==> config.mk <==
export PLATFORM = sky130hd
export DESIGN_NAME = lcdq_drive
export DESIGN_NICKNAME = d
export VERILOG_FILES = /design/src/rtl/lcdq_pkg.sv /design/src/rtl/lcdq_scan_ctrl.sv /design/src/rtl/lcdq_level_path.sv /design/src/rtl/lcdq_drive.sv
export SDC_FILE = /design/constraint.sdc
export NUM_CORES = 1
export LEC_CHECK = 0
export BUFFER_PORTS_ARGS = -buffer_cell sky130_fd_sc_hd__buf_2
export CAP_MARGIN = 10
export CORE_MARGIN = 4
export CORE_UTILIZATION = 47
export CTS_CLUSTER_DIAMETER = 120
export DETAILED_ROUTE_END_ITERATION = 7
export PLACE_DENSITY = 0.81
export SLEW_MARGIN = 20
export SYNTH_ARGS = -nofsm -noshare
export SYNTH_HDL_FRONTEND = slang
export SYNTH_SLANG_ARGS = --single-unit
==> constraint.sdc <==
create_clock -name clk -period 2.1 [get_ports clk]
set_input_delay 0.21 -clock clk [delete_from_list [all_inputs] [get_ports clk]]
set_output_delay 0.21 -clock clk [all_outputs]
set_load 0.1 [all_outputs]
==> src/rtl/lcdq_pkg.sv <==
package lcdq_pkg;
  parameter int LCDQ_COMS = 4;

  typedef logic [1:0] lvl_t;

  localparam lvl_t LVL_ZERO = 2'd0;
  localparam lvl_t LVL_LOW  = 2'd1;
  localparam lvl_t LVL_HIGH = 2'd2;
  localparam lvl_t LVL_FULL = 2'd3;

  // Strobes from the scan control to the level datapath
  typedef struct packed {
    logic                 negHalf;
    logic [LCDQ_COMS-1:0] comSel;
  } scanStrobe_t;
endpackage

==> src/rtl/lcdq_scan_ctrl.sv <==
module lcdq_scan_ctrl
  import lcdq_pkg::*;
#(
  parameter int SLOT_CYC = 64
) (
  input  logic        clk,
  input  logic        rstN,
  input  logic        powerSave,
  output scanStrobe_t strobe
);
  localparam int CYC_W  = (SLOT_CYC > 1) ? $clog2(SLOT_CYC) : 1;
  localparam int SLOT_W = (LCDQ_COMS > 1) ? $clog2(LCDQ_COMS) : 1;
  localparam logic [CYC_W-1:0]  CYC_LAST  = CYC_W'(SLOT_CYC - 1);
  localparam logic [SLOT_W-1:0] SLOT_LAST = SLOT_W'(LCDQ_COMS - 1);

  logic [CYC_W-1:0]     cycCnt;
  logic [SLOT_W-1:0]    slotIdx;
  logic                 negHalf;
  logic [LCDQ_COMS-1:0] selVec;

  always_ff @(posedge clk or negedge rstN) begin
    if (!rstN) begin
      cycCnt  <= '0;
      slotIdx <= '0;
      negHalf <= 1'b0;
    end else if (powerSave) begin
      cycCnt  <= '0;
      slotIdx <= '0;
      negHalf <= 1'b0;
    end else if (cycCnt == CYC_LAST) begin
      cycCnt <= '0;
      if (slotIdx == SLOT_LAST) begin
        slotIdx <= '0;
        negHalf <= ~negHalf;
      end else begin
        slotIdx <= slotIdx + 1'b1;
      end
    end else begin
      cycCnt <= cycCnt + 1'b1;
    end
  end

  for (genvar c = 0; c < LCDQ_COMS; c++) begin : g_sel
    assign selVec[c] = (slotIdx == SLOT_W'(c));
  end

  assign strobe.negHalf = negHalf;
  assign strobe.comSel  = selVec;
endmodule

==> src/rtl/lcdq_level_path.sv <==
module lcdq_level_path
  import lcdq_pkg::*;
#(
  parameter int NUM_SEG  = 22,
  parameter int NUM_PORT = 4,
  localparam int IMG_W   = LCDQ_COMS * NUM_SEG,
  localparam int PSEL_W  = $clog2(NUM_PORT + 1)
) (
  input  logic                   clk,
  input  logic                   rstN,
  input  scanStrobe_t            strobe,
  input  logic [IMG_W-1:0]       dispImage,
  input  logic                   biasHalf,
  input  logic                   blankSeg,
  input  logic                   powerSave,
  input  logic [PSEL_W-1:0]      portSel,
  input  logic                   inhibitN,
  output logic [2*LCDQ_COMS-1:0] comLevel,
  output logic [2*NUM_SEG-1:0]   segLevel
);
  logic [2*LCDQ_COMS-1:0] comNext;
  logic [2*NUM_SEG-1:0]   segNext;

  function automatic lvl_t comWave(input logic sel, input logic neg, input logic half);
    if (sel)       return neg ? LVL_ZERO : LVL_FULL;
    else if (half) return LVL_LOW;
    else           return neg ? LVL_HIGH : LVL_LOW;
  endfunction

  function automatic lvl_t segWave(input logic on, input logic neg, input logic half);
    if (on)        return neg ? LVL_FULL : LVL_ZERO;
    else if (half) return neg ? LVL_ZERO : LVL_FULL;
    else           return neg ? LVL_LOW  : LVL_HIGH;
  endfunction

  logic scanLive;
  assign scanLive = inhibitN && !powerSave;

  for (genvar c = 0; c < LCDQ_COMS; c++) begin : g_com
    assign comNext[2*c +: 2] = scanLive ? comWave(strobe.comSel[c], strobe.negHalf, biasHalf)
                                        : LVL_ZERO;
  end

  for (genvar n = 0; n < NUM_SEG; n++) begin : g_seg
    logic segBit;
    logic segOn;
    lvl_t waveLvl;
    assign segBit  = |(dispImage[LCDQ_COMS*n +: LCDQ_COMS] & strobe.comSel);
    assign segOn   = segBit && !blankSeg;
    assign waveLvl = scanLive ? segWave(segOn, strobe.negHalf, biasHalf) : LVL_ZERO;

    if (n < NUM_PORT) begin : g_shared
      logic portEn;
      assign portEn = inhibitN && (int'(portSel) > n);
      assign segNext[2*n +: 2] = portEn ? (dispImage[LCDQ_COMS*n] ? LVL_FULL : LVL_ZERO)
                                        : waveLvl;
    end else begin : g_plain
      assign segNext[2*n +: 2] = waveLvl;
    end
  end

  always_ff @(posedge clk or negedge rstN) begin
    if (!rstN) begin
      comLevel <= '0;
      segLevel <= '0;
    end else begin
      comLevel <= comNext;
      segLevel <= segNext;
    end
  end
endmodule

==> src/rtl/lcdq_drive.sv <==
module lcdq_drive
  import lcdq_pkg::*;
#(
  parameter int NUM_SEG  = 22,
  parameter int NUM_PORT = 4,
  parameter int SLOT_CYC = 64,
  localparam int IMG_W   = LCDQ_COMS * NUM_SEG,
  localparam int PSEL_W  = $clog2(NUM_PORT + 1)
) (
  input  logic                   clk,
  input  logic                   rstN,
  input  logic [IMG_W-1:0]       dispImage,
  input  logic                   biasHalf,
  input  logic                   blankSeg,
  input  logic                   powerSave,
  input  logic [PSEL_W-1:0]      portSel,
  input  logic                   inhibitN,
  output logic [2*LCDQ_COMS-1:0] comLevel,
  output logic [2*NUM_SEG-1:0]   segLevel
);
  scanStrobe_t strobe;

  lcdq_scan_ctrl #(.SLOT_CYC(SLOT_CYC)) u_ctrl (
    .clk       (clk),
    .rstN      (rstN),
    .powerSave (powerSave),
    .strobe    (strobe)
  );

  lcdq_level_path #(.NUM_SEG(NUM_SEG), .NUM_PORT(NUM_PORT)) u_path (
    .clk       (clk),
    .rstN      (rstN),
    .strobe    (strobe),
    .dispImage (dispImage),
    .biasHalf  (biasHalf),
    .blankSeg  (blankSeg),
    .powerSave (powerSave),
    .portSel   (portSel),
    .inhibitN  (inhibitN),
    .comLevel  (comLevel),
    .segLevel  (segLevel)
  );
endmodule

# After elaboration in Yosys (flattened, before gate mapping)
# Index checks and enable logic that the tools add are counted.
classes:
  add_sub_neg: 2
  mul: 0
  n_div: 0
  magnitude_cmp: 4
  n_eq_ne: 4
  shifts: 0
  mux: 74
  bitwise: 23
  reduce_logical: 55
ops:
  columns: ["op", "n"]
  rows:
  - ["2-to-1 mux 2 bit", 69]
  - ["AND 4 bit", 22]
  - ["OR reduction 4 bit", 22]
  - ["logical AND 1 bit", 27]
  - ["2-to-1 mux 6 bit", 2]
  - ["adder 6 x 1 -> 6 bit (second input constant)", 1]
  - ["== test 6 bit (second input constant)", 1]
  - ["greater-than comparator 3 x 1 -> 1 bit (second input constant)", 2]
  - ["greater-than comparator 3 x 2 -> 1 bit (second input constant)", 2]
  - ["== test 2 bit (second input constant)", 2]
  - ["nonzero test 2 bit", 2]
  - ["2-to-1 mux 1 bit", 3]
  - ["adder 2 x 1 -> 2 bit (second input constant)", 1]
  - ["== test 2 x 1 -> 1 bit (second input constant)", 1]
  - ["logical NOT 1 bit", 2]
  - ["logical NOT 2 bit", 1]
  - ["AND reduction 2 bit", 1]
  - ["inverter 1 bit", 1]
totals:
  regBits: 61
  latchBits: 0
  ram_bits: 0
  rom_bits: 0
  input_bits: 97
  output_inout_bits: 52
  word_cells: 167
  n_memories: 0

# Logic depth before layout (Yosys ltp)
# Gate-level depths: netlist (run 1).
depth:
  word_depth: 7
  ltp_mapped: 8
  mapped_depth_nobuf: 6

# Modules after synthesis
# From an unflattened synthesis (run 1), not the netlist that was laid out.
unflattened:
  cells_unflattened: 312
  area_unflattened_um2: 3264.4
by_module_without_submodules:
  columns: ["mod", "instances", "cells_each", "area_each_um2", "seq_area_each_um2"]
  rows:
  - ["lcdq_level_path", 1, 266, 2788.9, 1301.2]
  - ["lcdq_scan_ctrl", 1, 46, 475.5, 225.2]

# Least setup slack after synthesis (run 1)
# Ideal clock, no wire load.
synth_timing:
  kind: "register -> register"
  startpoint: "reg u_ctrl.negHalf"
  endpoint: "reg u_path.segLevel[11]"
  setup_ns: 0.094
  arrival_ns: 1.739
  required_ns: 2.006
  setup_slack_ns: 0.267
  stages_incl_launch_ff: 9
  path_buffers: 3
  synth_period_minus_slack_ns: 1.833
  path_cell_list: "dfrtp_1 clkbuf_1 inv_1 clkbuf_1 ha_1 or2_1 clkbuf_1 nor2_1 a211oi_1"
synth_via:
  elab_chain_cells: 4
  word_cells_on_any_way: 6
  cone_classes: "mux (6)"
synth_lines:
  columns: ["element", "line_no", "rtl"]
  rows:
  - ["start, declared", "lcdq_scan_ctrl.sv:18", "logic negHalf;"]
  - ["start signal, assigned", "lcdq_scan_ctrl.sv:34", "negHalf <= ~negHalf;"]
  - ["2-to-1 mux 2 bit, on equally long branches", "lcdq_level_path.sv:33, lcdq_level_path.sv:32", null]
  - ["2-to-1 mux 2 bit", "lcdq_level_path.sv:32", "else if (half) return neg ? LVL_ZERO : LVL_FULL;"]
  - ["2-to-1 mux 2 bit *", "lcdq_level_path.sv:31", "if (on) return neg ? LVL_FULL : LVL_ZERO;"]
  - ["2-to-1 mux 2 bit *", "lcdq_level_path.sv:50", "assign waveLvl = scanLive ? segWave(segOn, strobe.negHalf, biasHalf) : LVL_ZERO;"]
  - ["named net u_path.g_seg[5].waveLvl[1]", "lcdq_level_path.sv:47", "lvl_t waveLvl;"]
  - ["end signal, assigned", "lcdq_level_path.sv:68", "segLevel <= segNext;"]
  - ["end, declared", "lcdq_level_path.sv:19", "output logic [2*NUM_SEG-1:0] segLevel"]
# Mark *: on every way through the listed nets, which the timed path passes. The rest lies on a longest branch.
# A chain may end at the register's enable or synchronous reset.

# Worst setup path after layout (run 1)
layout_timing:
  startpoint: "reg u_ctrl.slotIdx[0]"
  endpoint: "reg u_path.segLevel[5]"
layout_via:
  elab_chain_cells: 7
  word_cells_on_any_way: 10
  cone_classes: "eq/ne (3); mux (3); bitwise (1); reduce/logical (3)"
layout_lines:
  columns: ["element", "line_no", "rtl"]
  rows:
  - ["start, declared", "lcdq_scan_ctrl.sv:17", "logic [SLOT_W-1:0] slotIdx;"]
  - ["start signal, assigned", "lcdq_scan_ctrl.sv:36", "slotIdx <= slotIdx + 1'b1;"]
  - ["== test 2 x 1 -> 1 bit, or another cell as far along", "lcdq_scan_ctrl.sv:44", "assign selVec[c] = (slotIdx == SLOT_W'(c));"]
  - ["AND 4 bit *", "lcdq_level_path.sv:48", "assign segBit = |(dispImage[LCDQ_COMS*n +: LCDQ_COMS] & strobe.comSel);"]
  - ["OR reduction 4 bit *", "lcdq_level_path.sv:48", null]
  - ["logical AND 1 bit *", "lcdq_level_path.sv:49", "assign segOn = segBit && !blankSeg;"]
  - ["2-to-1 mux 2 bit *", "lcdq_level_path.sv:31", null]
  - ["2-to-1 mux 2 bit *", "lcdq_level_path.sv:50", null]
  - ["2-to-1 mux 2 bit *", "lcdq_level_path.sv:55", "assign segNext[2*n +: 2] = portEn ? (dispImage[LCDQ_COMS*n] ? LVL_FULL : LVL_ZERO)"]
  - ["named net u_path.segNext[5]", "lcdq_level_path.sv:22", "logic [2*NUM_SEG-1:0] segNext;"]
# Marked as above.

==> impl_metrics.toml, run 1 <==
[route]
vias_per_cell = 5.52
met3_length_um = 731
wirelength_um = 9120
route.detailed.drc = 0
highest_layer = "met4"
wl_met1_um = 3670
detail-route-antenna-nets = 0
first_pass_iters = 4
vias = 2931
drt_iter0_markers = 137
wl_met2_um = 4590
wl_per_cell_um = 17.2

[min_path]
hold_path_class = "input port to flip-flop"
worstHoldPathCells = 3
min_to = "u_path.segLevel[4]"
worstHoldStart = "dispImage[8]"

[worst_setup_path]
r2r.worst_path.cells = 7
cp.arrival_ns = 2.03
worst_r2r_endpoint = "u_path.segLevel[5]"
path_max_fanout = 9
r2r-start = "u_ctrl.slotIdx[0]"
cp.required_ns = 2.31
rrSetupSlack_ns = 0.28
start_kind = "flip-flop"
criticalPathCategory = "flip-flop to flip-flop"
crit_path_end_kind = "flip-flop"

[sta]
slew_headroom_pct = 47.2
finClkSkew_ns = 0.00583
rsz0062_at_grt = "no"
fmax_ghz = 0.548
maxSlewViolCount = 0
period_minus_slack_ns = 1.82
fin_tns_setup_ns = 0
worst_slew_pin_slew_ns = 0.791
final_hold_viol_count = 0
setup_viol = 0
min_period_over_period_pct = 86.9
layout_setup_ws_ns = 0.276

[global_route]
grt_pass1_wl_um = 14400
grt_overflow = 0
grt.total_usage_pct = 22.3
grt_max_degree = 37
antenna_found_initial = 0
grt_pass1_vias = 2965

[synthesis]
synth.distinct_cells = 32
synthesis.area_sq_mm = 0.00315
synth-main-ff-cell = "dfrtp_1"
yosysWarnings = 0
ys_seq_area_share_pct = 48.5
ys_ff_latch = 61
syn-num-nets = 414
async_flop_share_pct = 100
avgSynthCellArea_sq_um = 10.2
netlist_instances = 308
synth_edf_count = 0

[pwr]
internal-power_mw = 1.86
power_frac_clock_pct = 31.8
p_sw_share_pct = 33.9
ir_worst_vdd_uv = 335
power_density_mw_per_mm2 = 685
pwr-share-seq_pct = 44.0
leakagePower_nw = 2.14
switching_power_uw = 957
comb_power_share_pct = 24.2

[finish]
areaGrowthSynthToFinish_pct = 30.8
nets = 557
drive_gt1_share_pct = 39.0
diodes = 0
layoutNonFillerInstCount = 531
fillCellCount = 550

[floorplan]
fp.dieW_um = 89.9
die_height_um = 89.9
die_area_sq_mm = 0.00807
num_rows = 29
start_util_pct = 49.0
core_sq_mm = 0.00642
ioPinCount = 149

[placed_design]
dpl.cell_count = 516
dp_hpwl_um = 6590
gp_congestion = 0.817
port_buffers = 148
pre_cts_slack_ns = 0.176

[cts]
clock_sinks = 61
cts_tree = "done"
insertion_delay_ns = 0.33
cts_buffers = 9
cts-root-buf = "clkbuf_8"
cts_buffer_depth = 2
clkSlewWorstSetupHoldPaths_ns = 0.06
cts_htree_levels = 3

[run]
maxCapViolations = 0

[outcome]
outcome = "finished clean"
==> per-stage QoR <==
stage	instance area, sq um	util [%]	hold WS, ns	power (mW)
floorplan	3150	-	-0.0856	1.74
finish	4120	64.1	0.160	2.82
detailed placement	3940	61.4	0.260	1.94
global route	4120	64.1	0.164	2.94
CTS	4120	64.1	0.145	2.84
global placement	3940	61.4	0.241	1.93
==> power groups by stage <==
stage | clock network [mW] | registers (mW) | logic, mW
after floorplan | 0 | 1.60 | 0.138
after global placement | 0 | 1.26 | 0.670
after detailed placement | 0 | 1.26 | 0.683
after CTS | 0.916 | 1.24 | 0.685
after global routing | 0.973 | 1.24 | 0.721
final | 0.898 | 1.24 | 0.683
==> critical path, stage by stage, from the launching register on <==
cell	delay, ns
dfrtp_1	0.43
inv_1	0.10
ha_2	0.29
buf_4	0.19
a22oi_1	0.09
a21oi_1	0.26
mux2i_1	0.22
o21ai_0	0.11
==> per-layer routing <==
metal / vias up / track usage (%)
met5: - / 0
met2: 131 / 38.2
met1: 1382 / 26.9
met4: 0 / 8.29
li1: 1407 / -
met3: 11 / 5.84
==> cell type report <==
class / count / area [sq um] / area share, %
clock buffer: 12 / 155 / 3.77
clock inverter: 2 / 10.0 / 0.243
inverter: 4 / 15.0 / 0.365
multi-input combinational: 213 / 1440 / 35.0
sequential: 61 / 1530 / 37.1
tap: 77 / 96.3 / 2.34
timing repair buffer: 162 / 873 / 21.2
==> cells by family (layout without fill, tap and decap cells) <==
group / Yosys count / count (layout) / share of synthesized area [%]
compound gates: 105 / 105 / 22.7
fa+ha+maj: 9 / 9 / 3.58
mux: 26 / 26 / 8.26
buf+inv: 34 / 180 / 5.80
simple gates: 67 / 67 / 9.54
xor+xnor: 6 / 6 / 1.67
flops: 61 / 61 / 48.5
==> cell usage in the layout, fill, tap and decap left out, drive strengths merged, types with 6 or more instances in the layout <==
cell type and count:
a211oi 26, dfrtp 61, clkbuf 12, o21ai 6, a21oi 24, ha 9, mux2i 26, a22oi 44
buf 161, nor2 47
==> cell usage after synthesis, drive strengths merged (2+ instances only) <==
cell	instances	area, sq um
dfrtp	61	1530
nor2	47	176
a22oi	44	330
a211oi	26	195
mux2i	26	260
a21oi	24	120
buf	16	115
clkbuf	14	52.6
ha	9	113
o21ai	6	30.0
nand3	5	25.0
nor2b	5	31.3
inv	4	15.0
xnor2	4	35.0
or2	3	18.8
nor3	2	10.0
o31ai	2	15.0
xor2	2	17.5
==> worst max path at each step <==
stage                     endpoint  slack, ns               from
2_1_floorplan  u_path.segLevel[11]       0.27     u_ctrl.negHalf
3_3_place_gp   u_path.segLevel[42]       0.29  u_ctrl.slotIdx[0]
3_5_place_dp    u_path.segLevel[5]       0.18  u_ctrl.slotIdx[0]
4_1_cts         u_path.segLevel[5]       0.16  u_ctrl.slotIdx[0]
5_1_grt         u_path.segLevel[5]        0.1  u_ctrl.slotIdx[0]
6_report        u_path.segLevel[5]       0.28  u_ctrl.slotIdx[0]
==> sequential cells by signal, summed over array words and instances (netlist names) <==
name / flops
u_ctrl.slotIdx: 2
u_ctrl.cycCnt: 6
u_path.segLevel: 44
u_ctrl.negHalf: 1
u_path.comLevel: 8
==> repair_timing <==
action,4_1_cts,5_1_grt
setup endpoints to repair,0,1
hold endpoints to repair,25,0
resized for setup,0,1
buffers inserted,0,0
hold buffers,1,0
Power figures use the tool's default switching activity.
==> run 2, diff against run 1 <==
--- a/config.mk
+++ b/config.mk
@@ -8,10 +8,9 @@
 export BUFFER_PORTS_ARGS = -buffer_cell sky130_fd_sc_hd__buf_2
 export CAP_MARGIN = 10
 export CORE_MARGIN = 4
-export CORE_UTILIZATION = 47
+export CORE_UTILIZATION = 33
 export CTS_CLUSTER_DIAMETER = 120
 export DETAILED_ROUTE_END_ITERATION = 7
-export PLACE_DENSITY = 0.81
 export SLEW_MARGIN = 20
 export SYNTH_ARGS = -nofsm -noshare
 export SYNTH_HDL_FRONTEND = slang
==> run 2 against run 1 <==
Combinational power fell by 0.6%. Global-route usage fell by 5.2 points. Total power rose by 5.5%. Routed wire length rose by 2.1%. Sequential share of layout area fell by 0.85 points. Clock power rose by 18%. Non-clock buffer count rose by 2. Largest cell class unchanged.
==> impl_metrics.toml, run 2 (synthesized netlist as in run 1, its figures left out) <==
[cts]
clock_sinks = 61
cts_buffers = 9
cts_htree_levels = 3
insertion_delay_ns = 0.33
cts_resized = 0
postCtsSetupBuffers = 0
postCtsHoldBufs = 0
cts-root-buf = "clkbuf_8"
cts_tree = "done"
cts_buffer_depth = 2
clkSlewWorstSetupHoldPaths_ns = 0.07

[finish]
areaGrowthSynthToFinish_pct = 33.8
diodes = 0
multiInputGateArea_sq_mm = 0.00144
final_cell_mix = "148 x buf_2, 61 x dfrtp_1, 47 x nor2_1, 44 x a22oi_1"
layout_commonest_cell = "buf_2"
fillCellCount = 966
final_area_sq_mm = 0.00422
largest_reg_flops = 44
ff_latch_area_sq_mm = 0.00153
largestRegisters = "u_path.segLevel: 44 flops, u_path.comLevel: 8 flops, u_ctrl.cycCnt: 6 flops"
largest_register = "u_path.segLevel"
nets = 559
drive_gt1_share_pct = 39.3

[route]
vias = 2896
wirelength_um = 9310
detail-route-antenna-nets = 0
drt_iter0_markers = 109
route.detailed.drc = 0
wl_per_cell_um = 15.9
vias_per_cell = 4.95
first_pass_iters = 4

[placed_design]
pre_cts_slack_ns = 0.209
placed_cell_area_sq_mm = 0.00402
port_buffers = 148
dp_hpwl_um = 6990
gp_congestion = 0.841

[sta]
min_period_over_period_pct = 90.7
fmax_ghz = 0.525
period_minus_slack_ns = 1.90
maxSlewViolCount = 0
slew_headroom_pct = 42.1
worst_slew_pin_slew_ns = 0.869
finClkSkew_ns = 0.00789
fin_tns_setup_ns = 0
rsz0062_at_grt = "no"
setup_viol = 0
final_hold_viol_count = 0
layout_setup_ws_ns = 0.195

[pwr]
leakagePower_nw = 2.16
ir_worst_vdd_uv = 329
power_density_mw_per_mm2 = 706

[worst_setup_path]
crit_path_end_kind = "flip-flop"
rrSetupSlack_ns = 0.20
r2r-start = "u_ctrl.slotIdx[1]"
path_max_fanout = 10
start_kind = "flip-flop"
path_buf_inv = 2
worst_r2r_endpoint = "u_path.segLevel[17]"
criticalPathCategory = "flip-flop to flip-flop"
path_cells = "inv_1 > ha_1 > buf_4 > a22oi_1 > a21oi_1 > nor2_1 > a211oi_1"
cp.required_ns = 2.33
cp_num_cells = 7
critical_path.max_stage_delay_ns = 0.40
r2r.worst_path.cells = 7
crit_family = "compound AO/OA/AOI/OAI gates"
critPathCapture = "u_path.segLevel[17]"
cp.arrival_ns = 2.13
slowest_stage = "dfrtp_1"
startpoint = "u_ctrl.slotIdx[1]"

[floorplan]
core_sq_mm = 0.00928
num_rows = 35
die_area_sq_mm = 0.0112
die_height_um = 106
ioPinCount = 149
fp.dieW_um = 106
start_util_pct = 33.9

[global_route]
grt_pass1_wl_um = 15200
grt_max_degree = 62
grt.total_usage_pct = 17.1
antenna_found_initial = 0
grt_overflow = 0
grt_pass1_vias = 3053

[outcome]
outcome = "finished clean"

[run]
maxCapViolations = 0

[min_path]
hold_path_class = "input port to asynchronous set/reset pin"
[run 2: cell count changes in the layout (fill, tap and decap cells not counted), sizes merged]
cell | previous run | this run
clkbuf | 12 | 13
buf | 161 | 164
bufinv | 0 | 1
dlygate4sd3 | 1 | 0
clkinv | 2 | 0
[run 2: worst reg2reg max path, cell delays in order (launching register included)]
cell      delay (ns)
dfrtp_1         0.40
inv_1           0.10
ha_1            0.32
buf_4           0.23
a22oi_1         0.10
a21oi_1         0.32
nor2_1          0.09
a211oi_1        0.25
[run 2: layout make-up]
cell class              count  area share, %
repair buffers            164           20.7
multi-input cells         213           34.2
flip-flops and latches     61           36.2
clock inverters             1          0.712
well taps                 129           3.83
inverters                   4          0.356
clock buffers              13           4.01
[run 2: worst min-delay path by stage]
stage,slack [ns],start,depth (start not counted),end
after CTS,0.07,rstN,2,u_path.segLevel[5]
after global routing,0.13,rstN,2,u_path.segLevel[5]
after global placement,0.42,rstN,2,u_path.comLevel[5]
final,0.04,rstN,2,u_path.segLevel[5]
after detailed placement,0.43,rstN,2,u_path.comLevel[1]
after floorplan,-0.09,rstN,0,u_ctrl.cycCnt[0]
[run 2: per-stage QoR]
stage / hold WS, ns / instances / total power, mW / util, %
5_1_grt: 0.130 / 585 / 3.10 / 45.4
2_1_floorplan: -0.0856 / 308 / 1.74 / -
3_5_place_dp: 0.428 / 571 / 1.95 / 43.3
6_report: 0.0447 / 585 / 2.98 / 45.4
4_1_cts: 0.0658 / 585 / 3.01 / 45.4
3_3_place_gp: 0.418 / 571 / 1.94 / 43.3
[run 2: per-layer routing]
layer | routed length, um | GRT usage, % | up-vias | share of wire, %
li1 | - | - | 1406 | -
met1 | 3950 | 20.4 | 1365 | 42
met2 | 4620 | 30.2 | 112 | 50
met3 | 583 | 3.80 | 13 | 6.3
met4 | 158 | 5.74 | 0 | 1.7
met5 | 0 | 0 | - | 0
[run 2: where the power goes]
group	internal, mW	leakage (nW)	switching, mW
combinational	0.161	1.24	0.518
sequential	1.22	0.819	0.0165
clock	0.633	0.102	0.423
==> run 3, diff against run 2 <==
--- a/config.mk
+++ b/config.mk
@@ -5,6 +5,7 @@
 export SDC_FILE = /design/constraint.sdc
 export NUM_CORES = 1
 export LEC_CHECK = 0
+export ABC_AREA = 1
 export BUFFER_PORTS_ARGS = -buffer_cell sky130_fd_sc_hd__buf_2
 export CAP_MARGIN = 10
 export CORE_MARGIN = 4
==> run 3 against run 2 <==
Worst setup slack improved by 0.10 ns. Total power grew 27%. First-iteration DRC count up 33%. Sequential power increased by 3%. Flip-flop and latch count did not move. Synthesized cell count grew 67%. Worst hold slack better by 0.016 ns. Combinational power rose by 93%. Global-route usage about the same. Non-clock buffer count fell by 3. Critical path type unchanged.
==> impl_metrics.toml, run 3 <==
[worst_setup_path]
start_kind = "flip-flop"
path_max_fanout = 18
cp.arrival_ns = 2.03
crit_path_end_kind = "flip-flop"
criticalPathCategory = "flip-flop to flip-flop"
critical_path.max_stage_delay_ns = 0.41
path_cells = "clkinv_1 > ha_1 > nor2_1 > inv_2 > nor2_1 > nor2_1"
slowest_stage = "dfrtp_1"
cp.required_ns = 2.33
crit_path_frequent_cell = "nor2_1"
path_buf_inv = 2
crit_family = "simple AND/OR/NAND/NOR gates"

[finish]
largest_register = "u_path.segLevel"
fillCellCount = 1118
areaGrowthSynthToFinish_pct = 31.6
final_area_sq_mm = 0.00467
largestRegisters = "u_path.segLevel: 44 flops, u_path.comLevel: 8 flops, u_ctrl.cycCnt: 6 flops"
largest_reg_flops = 44
layout_commonest_cell = "nand2_1"
nets = 774
drive_gt1_share_pct = 31.1
final_cell_mix = "197 x nand2_1, 148 x buf_2, 82 x nor2_1, 61 x dfrtp_1, 48 x inv_1"

[route]
vias_per_cell = 4.52
wl_per_cell_um = 13.3
route.detailed.drc = 0
drt_iter0_markers = 145
detail-route-antenna-nets = 0
wirelength_um = 10800
first_pass_iters = 5
vias = 3658

[cts]
cts_buffers = 9
cts_htree_levels = 3
cts_tree = "done"
clock_sinks = 61
clkSlewWorstSetupHoldPaths_ns = 0.08
cts_buffer_depth = 2
insertion_delay_ns = 0.34
cts-root-buf = "clkbuf_8"

[global_route]
antenna_found_initial = 1
grt_max_degree = 62
grt.total_usage_pct = 17.1
grt_overflow = 0
grt_pass1_vias = 3628
grt_pass1_wl_um = 17100

[synthesis]
netlist_instances = 515
synthSimpleGateAreaFrac_pct = 35.6
synth_top_area_cell = "dfrtp_1"
synth-main-ff-cell = "dfrtp_1"
synthMuxAreaShare_pct = 0
ys_seq_area_share_pct = 43.0
ys_ff_latch = 61
async_flop_share_pct = 100
synth.distinct_cells = 24
synth_common_cells = "197 x nand2_1, 82 x nor2_1, 61 x dfrtp_1, 48 x inv_1, 36 x nand3_1"
avgSynthCellArea_sq_um = 6.89
syn-num-nets = 621
synth_area_leaders = "dfrtp_1 43%, nand2_1 21%, nor2_1 8.7%"
synth_edf_count = 0
synth_top_area_share_pct = 43.0
synthesis.area_sq_mm = 0.00355
synth_most_common_cell = "nand2_1"
synth_xor_area_share_pct = 0.247
yosysWarnings = 0
synth_fa_ha_area_share_pct = 3.17
synth_compound_area_share_pct = 7.65
synth_top_family_by_area = "simple AND/OR/NAND/NOR gates"

[floorplan]
fp.dieW_um = 112
ioPinCount = 149
start_util_pct = 34.1
die_height_um = 112
die_area_sq_mm = 0.0125
num_rows = 37
core_sq_mm = 0.0104

[sta]
period_minus_slack_ns = 1.80
setup_viol = 0
fin_tns_setup_ns = 0
fmax_ghz = 0.554
final_hold_viol_count = 0
finClkSkew_ns = 0.00926
worst_slew_pin_slew_ns = 0.523
layout_setup_ws_ns = 0.295
timing.hold.ws_ns = 0.0606
slew_headroom_pct = 65.1
maxSlewViolCount = 0
min_period_over_period_pct = 86.0
rsz0062_at_grt = "no"

[placed_design]
gp_congestion = 0.837
port_buffers = 148
pre_cts_slack_ns = 0.175
placed_cell_area_sq_mm = 0.00443
dp_hpwl_um = 8170

[pwr]
power_density_mw_per_mm2 = 806
power.total_mw = 3.77
leakagePower_nw = 2.75
ir_worst_vdd_uv = 355

[min_path]
hold_path_class = "input port to flip-flop"

[outcome]
outcome = "finished clean"

[run]
maxCapViolations = 0
## run 3: cell types whose count changed after synthesis, sizes merged, moves of 3 or more
| cell | previous run | this run |
|---|---|---|
| a21oi | 24 | 28 |
| nand3 | 5 | 36 |
| nor2 | 47 | 82 |
| xnor2 | 4 | 1 |
| clkbuf | 14 | 2 |
| o21ai | 6 | 11 |
| nand2 | 1 | 197 |
| mux2i | 26 | 0 |
| a211oi | 26 | 0 |
| a22oi | 44 | 0 |
| inv | 4 | 62 |
| nor2b | 5 | 0 |
## run 3: cells by family (layout without fill, tap and decap cells)
logic type | count (synthesis) | count (layout)
and+or+nand+nor | 321 | 321
buffers and inverters | 82 | 240
DFF | 61 | 61
AOI/OAI and AO/OA | 41 | 41
adders and majority gates | 9 | 9
xor gates and xnor gates | 1 | 1
other | 0 | 1
## run 3: path summary, 6_finish.rpt
check	from	end	slack, ns	depth (start not counted)
max	u_ctrl.negHalf	u_path.segLevel[17]	0.30	6
min	powerSave	u_ctrl.cycCnt[1]	0.06	2
max reg2reg	u_ctrl.negHalf	u_path.segLevel[17]	0.30	6
min reg2reg	u_ctrl.cycCnt[0]	u_ctrl.cycCnt[0]	0.48	1
max in group asynchronous	rstN	u_path.segLevel[26]	1.41	3
min in group asynchronous	rstN	u_path.segLevel[38]	0.38	3
## run 3: power by group
group | total [mW] | internal, mW | leakage [nW] | switching (mW)
sequential | 1.28 | 1.25 | 0.814 | 0.0274
combinational | 1.31 | 0.322 | 1.82 | 0.989
clock | 1.18 | 0.698 | 0.112 | 0.481
total | 3.77 | 2.27 | 2.75 | 1.50
## run 3: what timing repair did
item | 4_1_cts | 5_1_grt
gates resized for setup | 0 | 1
endpoints found under the hold margin | 61 | 0
buffers inserted | 0 | 0
hold buffers | 1 | 0
endpoints found under the setup margin | 0 | 4
## run 3: layout make-up
| type | instances | area (sq um) | area share (%) |
|---|---|---|---|
| clock buffers | 10 | 138 | 2.95 |
| repair buffers | 161 | 853 | 18.3 |
| diodes | 1 | 2.50 | 0.0536 |
| clock inverters | 6 | 86.3 | 1.85 |
| flip-flops and latches | 61 | 1530 | 32.7 |
| inverters | 63 | 236 | 5.06 |
| well taps | 136 | 170 | 3.64 |
| multi-input cells | 372 | 1660 | 35.5 |
## run 3: stage by stage
step	instances	utilization [%]
4_1_cts	809	44.8
5_1_grt	810	44.8
3_3_place_gp	792	42.5
6_report	810	44.8
2_1_floorplan	515	-
3_5_place_dp	792	42.5
## run 3: metal layers
| metal | part of all wire, % | vias up | global-route usage (%) |
|---|---|---|---|
| met5 | 0 | - | 0 |
| met4 | 2.4 | 0 | 8.11 |
| met3 | 6.8 | 18 | 4.18 |
| met2 | 50 | 134 | 29.3 |
| met1 | 41 | 1639 | 20.0 |
| li1 | - | 1867 | - |
